**src/rtl/rfsh_pkg.sv**
```systemverilog
package rfsh_pkg;
  typedef enum logic [2:0] {
    ST_IDLE, ST_REQ, ST_PRE_GO, ST_PRE_WT,
    ST_RW_GO, ST_RW_WT, ST_POST_GO, ST_POST_WT
  } rfsh_state_e;

  localparam logic [7:0] OPC_STATUS  = 8'h57;
  localparam logic [7:0] OPC_REWR_B1 = 8'h58;
  localparam logic [7:0] OPC_REWR_B2 = 8'h59;
  localparam int         FRAME_W     = 32;
  localparam int         ADDR_W      = 24;
  localparam int         TAIL_W      = 9;
endpackage

```
**src/rtl/rfsh_op_counter.sv**
```systemverilog
module rfsh_op_counter #(
  parameter int LIMIT = 9,
  localparam int CNT_W = $clog2(LIMIT + 1)
) (
  input  logic clk,
  input  logic rst_n,
  input  logic op_pulse,
  input  logic clear,
  output logic due
);
  logic [CNT_W-1:0] cnt_q, cnt_d;
  logic             cnt_en;

  assign due = (cnt_q == CNT_W'(LIMIT));

  always_comb begin
    cnt_en = 1'b0;
    cnt_d  = cnt_q;
    if (clear) begin
      cnt_en = 1'b1;
      cnt_d  = op_pulse ? CNT_W'(1) : '0;
    end else if (op_pulse && !due) begin
      cnt_en = 1'b1;
      cnt_d  = cnt_q + CNT_W'(1);
    end
  end

  always_ff @(posedge clk or negedge rst_n) begin
    if (!rst_n)      cnt_q <= '0;
    else if (cnt_en) cnt_q <= cnt_d;
  end

  // the count never passes the threshold
  assert_cnt_bound_R8: assert property (@(posedge clk) disable iff (!rst_n)
    cnt_q <= CNT_W'(LIMIT));
  // an operation below the threshold adds exactly one
  assert_cnt_step_R1: assert property (@(posedge clk) disable iff (!rst_n)
    (op_pulse && !clear && !due) |=> (cnt_q == $past(cnt_q) + CNT_W'(1)));
endmodule

```
**src/rtl/rfsh_page_ptr.sv**
```systemverilog
module rfsh_page_ptr #(
  parameter int PAGE_W = 10
) (
  input  logic              clk,
  input  logic              rst_n,
  input  logic              adv,
  output logic [PAGE_W-1:0] page
);
  logic [PAGE_W-1:0] page_d;

  always_comb page_d = page + PAGE_W'(1);

  always_ff @(posedge clk or negedge rst_n) begin
    if (!rst_n)   page <= '0;
    else if (adv) page <= page_d;
  end

  // one step per completed refresh, natural wrap at the top page
  assert_ptr_step_R7: assert property (@(posedge clk) disable iff (!rst_n)
    adv |=> (page == PAGE_W'($past(page) + PAGE_W'(1))));
  assert_ptr_hold_R7: assert property (@(posedge clk) disable iff (!rst_n)
    !adv |=> $stable(page));
endmodule

```
**src/rtl/rfsh_seq.sv**
```systemverilog
module rfsh_seq
  import rfsh_pkg::*;
(
  input  logic clk,
  input  logic rst_n,
  input  logic due,
  input  logic gnt,
  input  logic done,
  input  logic stat_rdy,
  output logic launch,
  output logic advance,
  output logic busy,
  output logic port_req,
  output logic start,
  output logic is_status
);
  rfsh_state_e st_q, st_d;

  always_comb begin
    st_d = st_q;
    unique case (st_q)
      ST_IDLE:    if (due) st_d = ST_REQ;
      ST_REQ:     if (gnt) st_d = ST_PRE_GO;
      ST_PRE_GO:  st_d = ST_PRE_WT;
      ST_PRE_WT:  if (done) st_d = stat_rdy ? ST_RW_GO : ST_PRE_GO;
      ST_RW_GO:   st_d = ST_RW_WT;
      ST_RW_WT:   if (done) st_d = ST_POST_GO;
      ST_POST_GO: st_d = ST_POST_WT;
      ST_POST_WT: if (done) st_d = stat_rdy ? ST_IDLE : ST_POST_GO;
      default:    st_d = ST_IDLE;
    endcase
  end

  always_ff @(posedge clk or negedge rst_n) begin
    if (!rst_n) st_q <= ST_IDLE;
    else        st_q <= st_d;
  end

  assign launch    = (st_q == ST_IDLE) && due;
  assign advance   = (st_q == ST_POST_WT) && done && stat_rdy;
  assign busy      = (st_q != ST_IDLE);
  assign port_req  = busy;
  assign start     = (st_q == ST_PRE_GO) || (st_q == ST_RW_GO) ||
                     (st_q == ST_POST_GO);
  assign is_status = (st_q != ST_RW_GO);

  // a transfer only starts while the port is granted
  assert_start_gnt_R3: assert property (@(posedge clk) disable iff (!rst_n)
    start |-> gnt);
  // a start is followed by a wait, never by a back-to-back start
  assert_one_xfer_R10: assert property (@(posedge clk) disable iff (!rst_n)
    start |=> !start);
  // the port is released only after a ready completion
  assert_release_R6: assert property (@(posedge clk) disable iff (!rst_n)
    $fell(port_req) |-> $past(done && stat_rdy));
  // the rewrite is launched only after a ready status reply
  assert_pre_ready_R4: assert property (@(posedge clk) disable iff (!rst_n)
    (start && !is_status) |-> $past(done && stat_rdy));
endmodule

```
**src/rtl/rfsh_scheduler.sv**
```systemverilog
module rfsh_scheduler
  import rfsh_pkg::*;
#(
  parameter int REFRESH_EVERY = 9,
  parameter int PAGE_W        = 10,
  parameter bit USE_BUF2      = 1'b0
) (
  input  logic               clk,
  input  logic               rst_n,
  input  logic               user_op_done,
  output logic               user_hold,
  output logic               port_req,
  input  logic               port_gnt,
  output logic               xfer_start,
  output logic               xfer_is_status,
  output logic [FRAME_W-1:0] xfer_cmd,
  input  logic               xfer_done,
  input  logic               xfer_stat_rdy
);
  localparam int         RSV_W     = ADDR_W - TAIL_W - PAGE_W;
  localparam logic [7:0] OPC_REWR  = USE_BUF2 ? OPC_REWR_B2 : OPC_REWR_B1;

  logic              due, launch, advance, busy;
  logic [PAGE_W-1:0] page;

  rfsh_op_counter #(.LIMIT(REFRESH_EVERY)) u_cnt (
    .clk(clk), .rst_n(rst_n), .op_pulse(user_op_done),
    .clear(launch), .due(due)
  );

  rfsh_page_ptr #(.PAGE_W(PAGE_W)) u_ptr (
    .clk(clk), .rst_n(rst_n), .adv(advance), .page(page)
  );

  rfsh_seq u_seq (
    .clk(clk), .rst_n(rst_n), .due(due), .gnt(port_gnt),
    .done(xfer_done), .stat_rdy(xfer_stat_rdy),
    .launch(launch), .advance(advance), .busy(busy),
    .port_req(port_req), .start(xfer_start), .is_status(xfer_is_status)
  );

  assign user_hold = due || busy;

  generate
    if (RSV_W > 0) begin : g_rsv
      always_comb
        xfer_cmd = xfer_is_status ? {OPC_STATUS, {ADDR_W{1'b0}}}
                                  : {OPC_REWR, {RSV_W{1'b0}}, page, {TAIL_W{1'b0}}};
    end else begin : g_norsv
      always_comb
        xfer_cmd = xfer_is_status ? {OPC_STATUS, {ADDR_W{1'b0}}}
                                  : {OPC_REWR, page, {TAIL_W{1'b0}}};
    end
  endgenerate

  // a new port request is only made after the hold was already raised
  assert_hold_first_R9: assert property (@(posedge clk) disable iff (!rst_n)
    $rose(port_req) |-> $past(user_hold));
  // while requesting, the hold to the user path stays up
  assert_req_hold_R2: assert property (@(posedge clk) disable iff (!rst_n)
    port_req |-> user_hold);
endmodule

```
**config.mk**
```make
export PLATFORM = sky130hd
export DESIGN_NAME = rfsh_scheduler
export DESIGN_NICKNAME = d
export VERILOG_FILES = /design/src/rtl/rfsh_pkg.sv /design/src/rtl/rfsh_op_counter.sv /design/src/rtl/rfsh_page_ptr.sv /design/src/rtl/rfsh_seq.sv /design/src/rtl/rfsh_scheduler.sv
export SDC_FILE = /design/constraint.sdc
export NUM_CORES = 1
export LEC_CHECK = 0
export ABC_AREA = 1
export BUFFER_PORTS_ARGS = -buffer_cell sky130_fd_sc_hd__buf_2
export CAP_MARGIN = 20
export CORE_MARGIN = 2
export CORE_UTILIZATION = 47
export CTS_CLUSTER_DIAMETER = 40
export DETAILED_ROUTE_END_ITERATION = 7
export GPL_TIMING_DRIVEN = 0
export PLACE_DENSITY = 0.86
export SLEW_MARGIN = 20
export SYNTH_ARGS = -nofsm -noshare
export SYNTH_HDL_FRONTEND = slang
export SYNTH_SLANG_ARGS = --single-unit
export TNS_END_PERCENT = 20
```
**constraint.sdc**
```tcl
create_clock -name clk -period 1.7 [get_ports clk]
set_clock_uncertainty 0.05 [all_clocks]
set_input_delay 0.34 -clock clk [delete_from_list [all_inputs] [get_ports clk]]
set_output_delay 0.34 -clock clk [all_outputs]
set_load 0.01 [all_outputs]
```
==> impl_metrics.yaml <==
setup_path:
  crit_slowest_cell: "dfrtp_1"
  crit_arrival_ns: 1.44
  slowest_delay_ns: 0.37
  rr_startpoint: "u_seq.st_q[2]"
  worst-path-buf-inv: 6
  crit_top_cell: "buf_6"
  cp_top_family: "buffers and inverters"
  cp_num_cells: 7
  crit_path_max_fanout: 7
  reg2regPathDepth: 8
  path_class: "register to output pin"
  reg2reg_to: "u_cnt.cnt_q[0]"
  critPathLaunch: "u_seq.st_q[2]"
  start_kind: "register"
  crit_path_end: "xfer_cmd[25]"
  worstPathRequired_ns: 1.31
  end_kind: "output pin"
  ff2ff_setup_slack_ns: 0.27
  path_cells: "buf_6 > inv_6 > nor3_4 > inv_2 > buf_6 > buf_6 > buf_6"
yosys:
  syn_area_um2: 1260
  async_flop_share_pct: 100
  synth_compound_area_share_pct: 3.18
  synth-xor-area-share_pct: 6.26
  synthFlopType: "dfrtp_1"
  yosys.area_share.simple_pct: 32.3
  synthCells: 167
  synthAdderAreaFrac_pct: 2.98
  synth_edf_count: 0
  ys_ff_latch: 17
  yosys_warnings: 0
  avgSynthCellArea_um2: 7.54
  muxShareOfSynthArea_pct: 0
  ys_types: 25
  synth_top_family_by_area: "simple AND/OR/NAND/NOR gates"
  ys_seq_area_share_pct: 33.8
status:
  status: "complete, but fails checks"
  violations: "setup timing"
pwr:
  switching_share_pct: 42.4
  powerDensity_nw_per_um2: 1100
  clkPwrFrac_pct: 11.9
  p_leak_nw: 0.942
  p_int_w: 0.00103
  peakVddDrop_mv: 0.705
  p_comb_share_pct: 53.9
  seq_power_share_pct: 34.2
  p_switching_w: 0.000761
place:
  dp_hpwl_um: 1730
  dpl-instance-area_um2: 1470
  portBuffers: 23
  pre_cts_slack_ns: 0.0596
  gp_congestion: 0.786
sta:
  setup_viol: 14
  fin_crit_sh_pct: 108
  whs_ns: 0.296
  setup-tns-final_ns: -1.31
  min_period_ns: 1.83
  final.setup.worst_slack_ns: -0.133
  rsz0062_at_grt: "true"
  fmax_mhz: 545
  drv_slew: 0
  hold_violations: 0
global_route:
  grt-ovfl-total: 0
  track_usage_pct: 15.6
  grt_max_degree: 18
  antenna_found_initial: 0
  first_global_vias: 990
  grt_pass1_wl_um: 3980
final_layout:
  nets: 226
  area_growth_pct: 29.8
  regArea_um2: 425
  final_core_util_pct: 65.4
  most-common-layout-cells: "nand2_1, buf_4, buf_2"
  multi_input_area_um2: 657
  layout-drive-gt1-share_pct: 33.8
  mostFrequentLayoutCell: "nand2_1"
  antenna_cells_inserted: 0
  final_area_um2: 1640
  nFillCells: 230
clocking:
  cts_num_sinks: 17
  path_clk_slew_ns: 0.10
  clock_latency_ns: 0.28
  cts_made_buffers: 3
  clk_path_buf_depth: 2
  cts_root_buf: "clkbuf_4"
  cts_max_level: 1
  cts_tree: "done"
routing:
  vias: 1089
  viasPerCell: 4.43
  wire_per_inst_um: 9.89
  dr.pass1.iters: 4
  totalWireLength_um: 2430
  drt-initial-drc-count: 34
  drt.antenna.violating_nets: 0
  drc_errors: 0
floorplanning:
  core_um2: 2500
  die_y_um: 55.8
  pin_count: 42
  initial_core_util_pct: 50.4
  dieWidth_um: 55.8
  die-area_um2: 3110
  fp-row-count: 18
hold_path:
  hold_path_class: "primary input to register"
run:
  cap_viol_max_count: 0
-- sequential cells by signal (all words and copies together), names as in the netlist --
name and count:
u_cnt.cnt_q 4, u_ptr.page 10, u_seq.st_q 3
-- worst reg2reg max path: cells and delay by family (launching register included) --
kind	cells	cell delay, ns
and+or+nand+nor	5	0.50
AOI/OAI and AO/OA	1	0.09
DFF	1	0.40
buffers and inverters	2	0.29
-- cells in the mapped netlist, types with 2 or more instances --
cell	number	area, um^2
o21ai_0	7	35.0
nand4_1	5	31.3
buf_4	23	173
nor2_1	20	75.1
nand2_1	33	124
xor2_1	9	78.8
inv_1	19	71.3
ha_1	3	37.5
nand3_1	14	70.1
dfrtp_1	17	425
conb_1	2	7.51
nor3_1	2	10.0
-- per-layer routing --
metal | global-route usage (%) | up-vias | share of wire [%]
met3 | 2.56 | 2 | 3.9
met2 | 26.9 | 21 | 49
met4 | 5.23 | 0 | 1.0
met1 | 19.7 | 484 | 46
met5 | 0 | - | 0
li1 | - | 582 | -
-- worst min path at each step --
stage                      start        endpoint  slack [ns]  depth (start not counted)
floorplan                  rst_n  u_cnt.cnt_q[0]      -0.006                          0
global placement           rst_n  u_cnt.cnt_q[1]        0.23                          1
detailed placement         rst_n  u_cnt.cnt_q[2]        0.24                          1
CTS                 user_op_done  u_cnt.cnt_q[0]        0.29                          3
global route        user_op_done  u_cnt.cnt_q[0]        0.32                          3
finish              user_op_done  u_cnt.cnt_q[0]        0.30                          3
-- area by class of cell --
cell class / count / share of cell area, %
Sequential cell: 17 / 26.0
Timing Repair Buffer: 29 / 11.9
Multi-Input combinational cell: 121 / 40.2
Clock buffer: 4 / 1.61
Inverter: 20 / 4.90
Tap cell: 30 / 2.30
Buffer: 25 / 13.1
-- kinds of logic (layout without fill, tap and decap cells) --
group	Yosys count	after routing
compound gates	8	8
xor+xnor	9	9
buf+inv	45	78
flops	17	17
other cells	2	18
simple gates	83	83
fa+ha+maj	3	3
-- power groups by stage --
stage	Combinational, W	Clock [W]	Sequential [W]
after floorplan	0.000642	0	0.000593
after global placement	0.000797	0	0.000610
after detailed placement	0.000824	0	0.000611
after CTS	0.000958	0.000217	0.000609
after global routing	0.00107	0.000229	0.000628
final	0.000967	0.000214	0.000612
-- through the flow --
stage | total power [W] | instances
global route | 0.00193 | 246
finish | 0.00179 | 246
floorplan | 0.00123 | 183
global placement | 0.00141 | 236
CTS | 0.00178 | 245
detailed placement | 0.00143 | 236
-- timing repair --
action | in CTS | in global routing
gates cloned | 1 | 0
gates resized for setup | 19 | 6
endpoints found under the hold margin | 17 | 0
hold buffers | 1 | 0
endpoints found under the setup margin | 14 | 16
pin swaps | 2 | 1
setup buffers | 3 | 1
(Power assumes the default switching activity.)
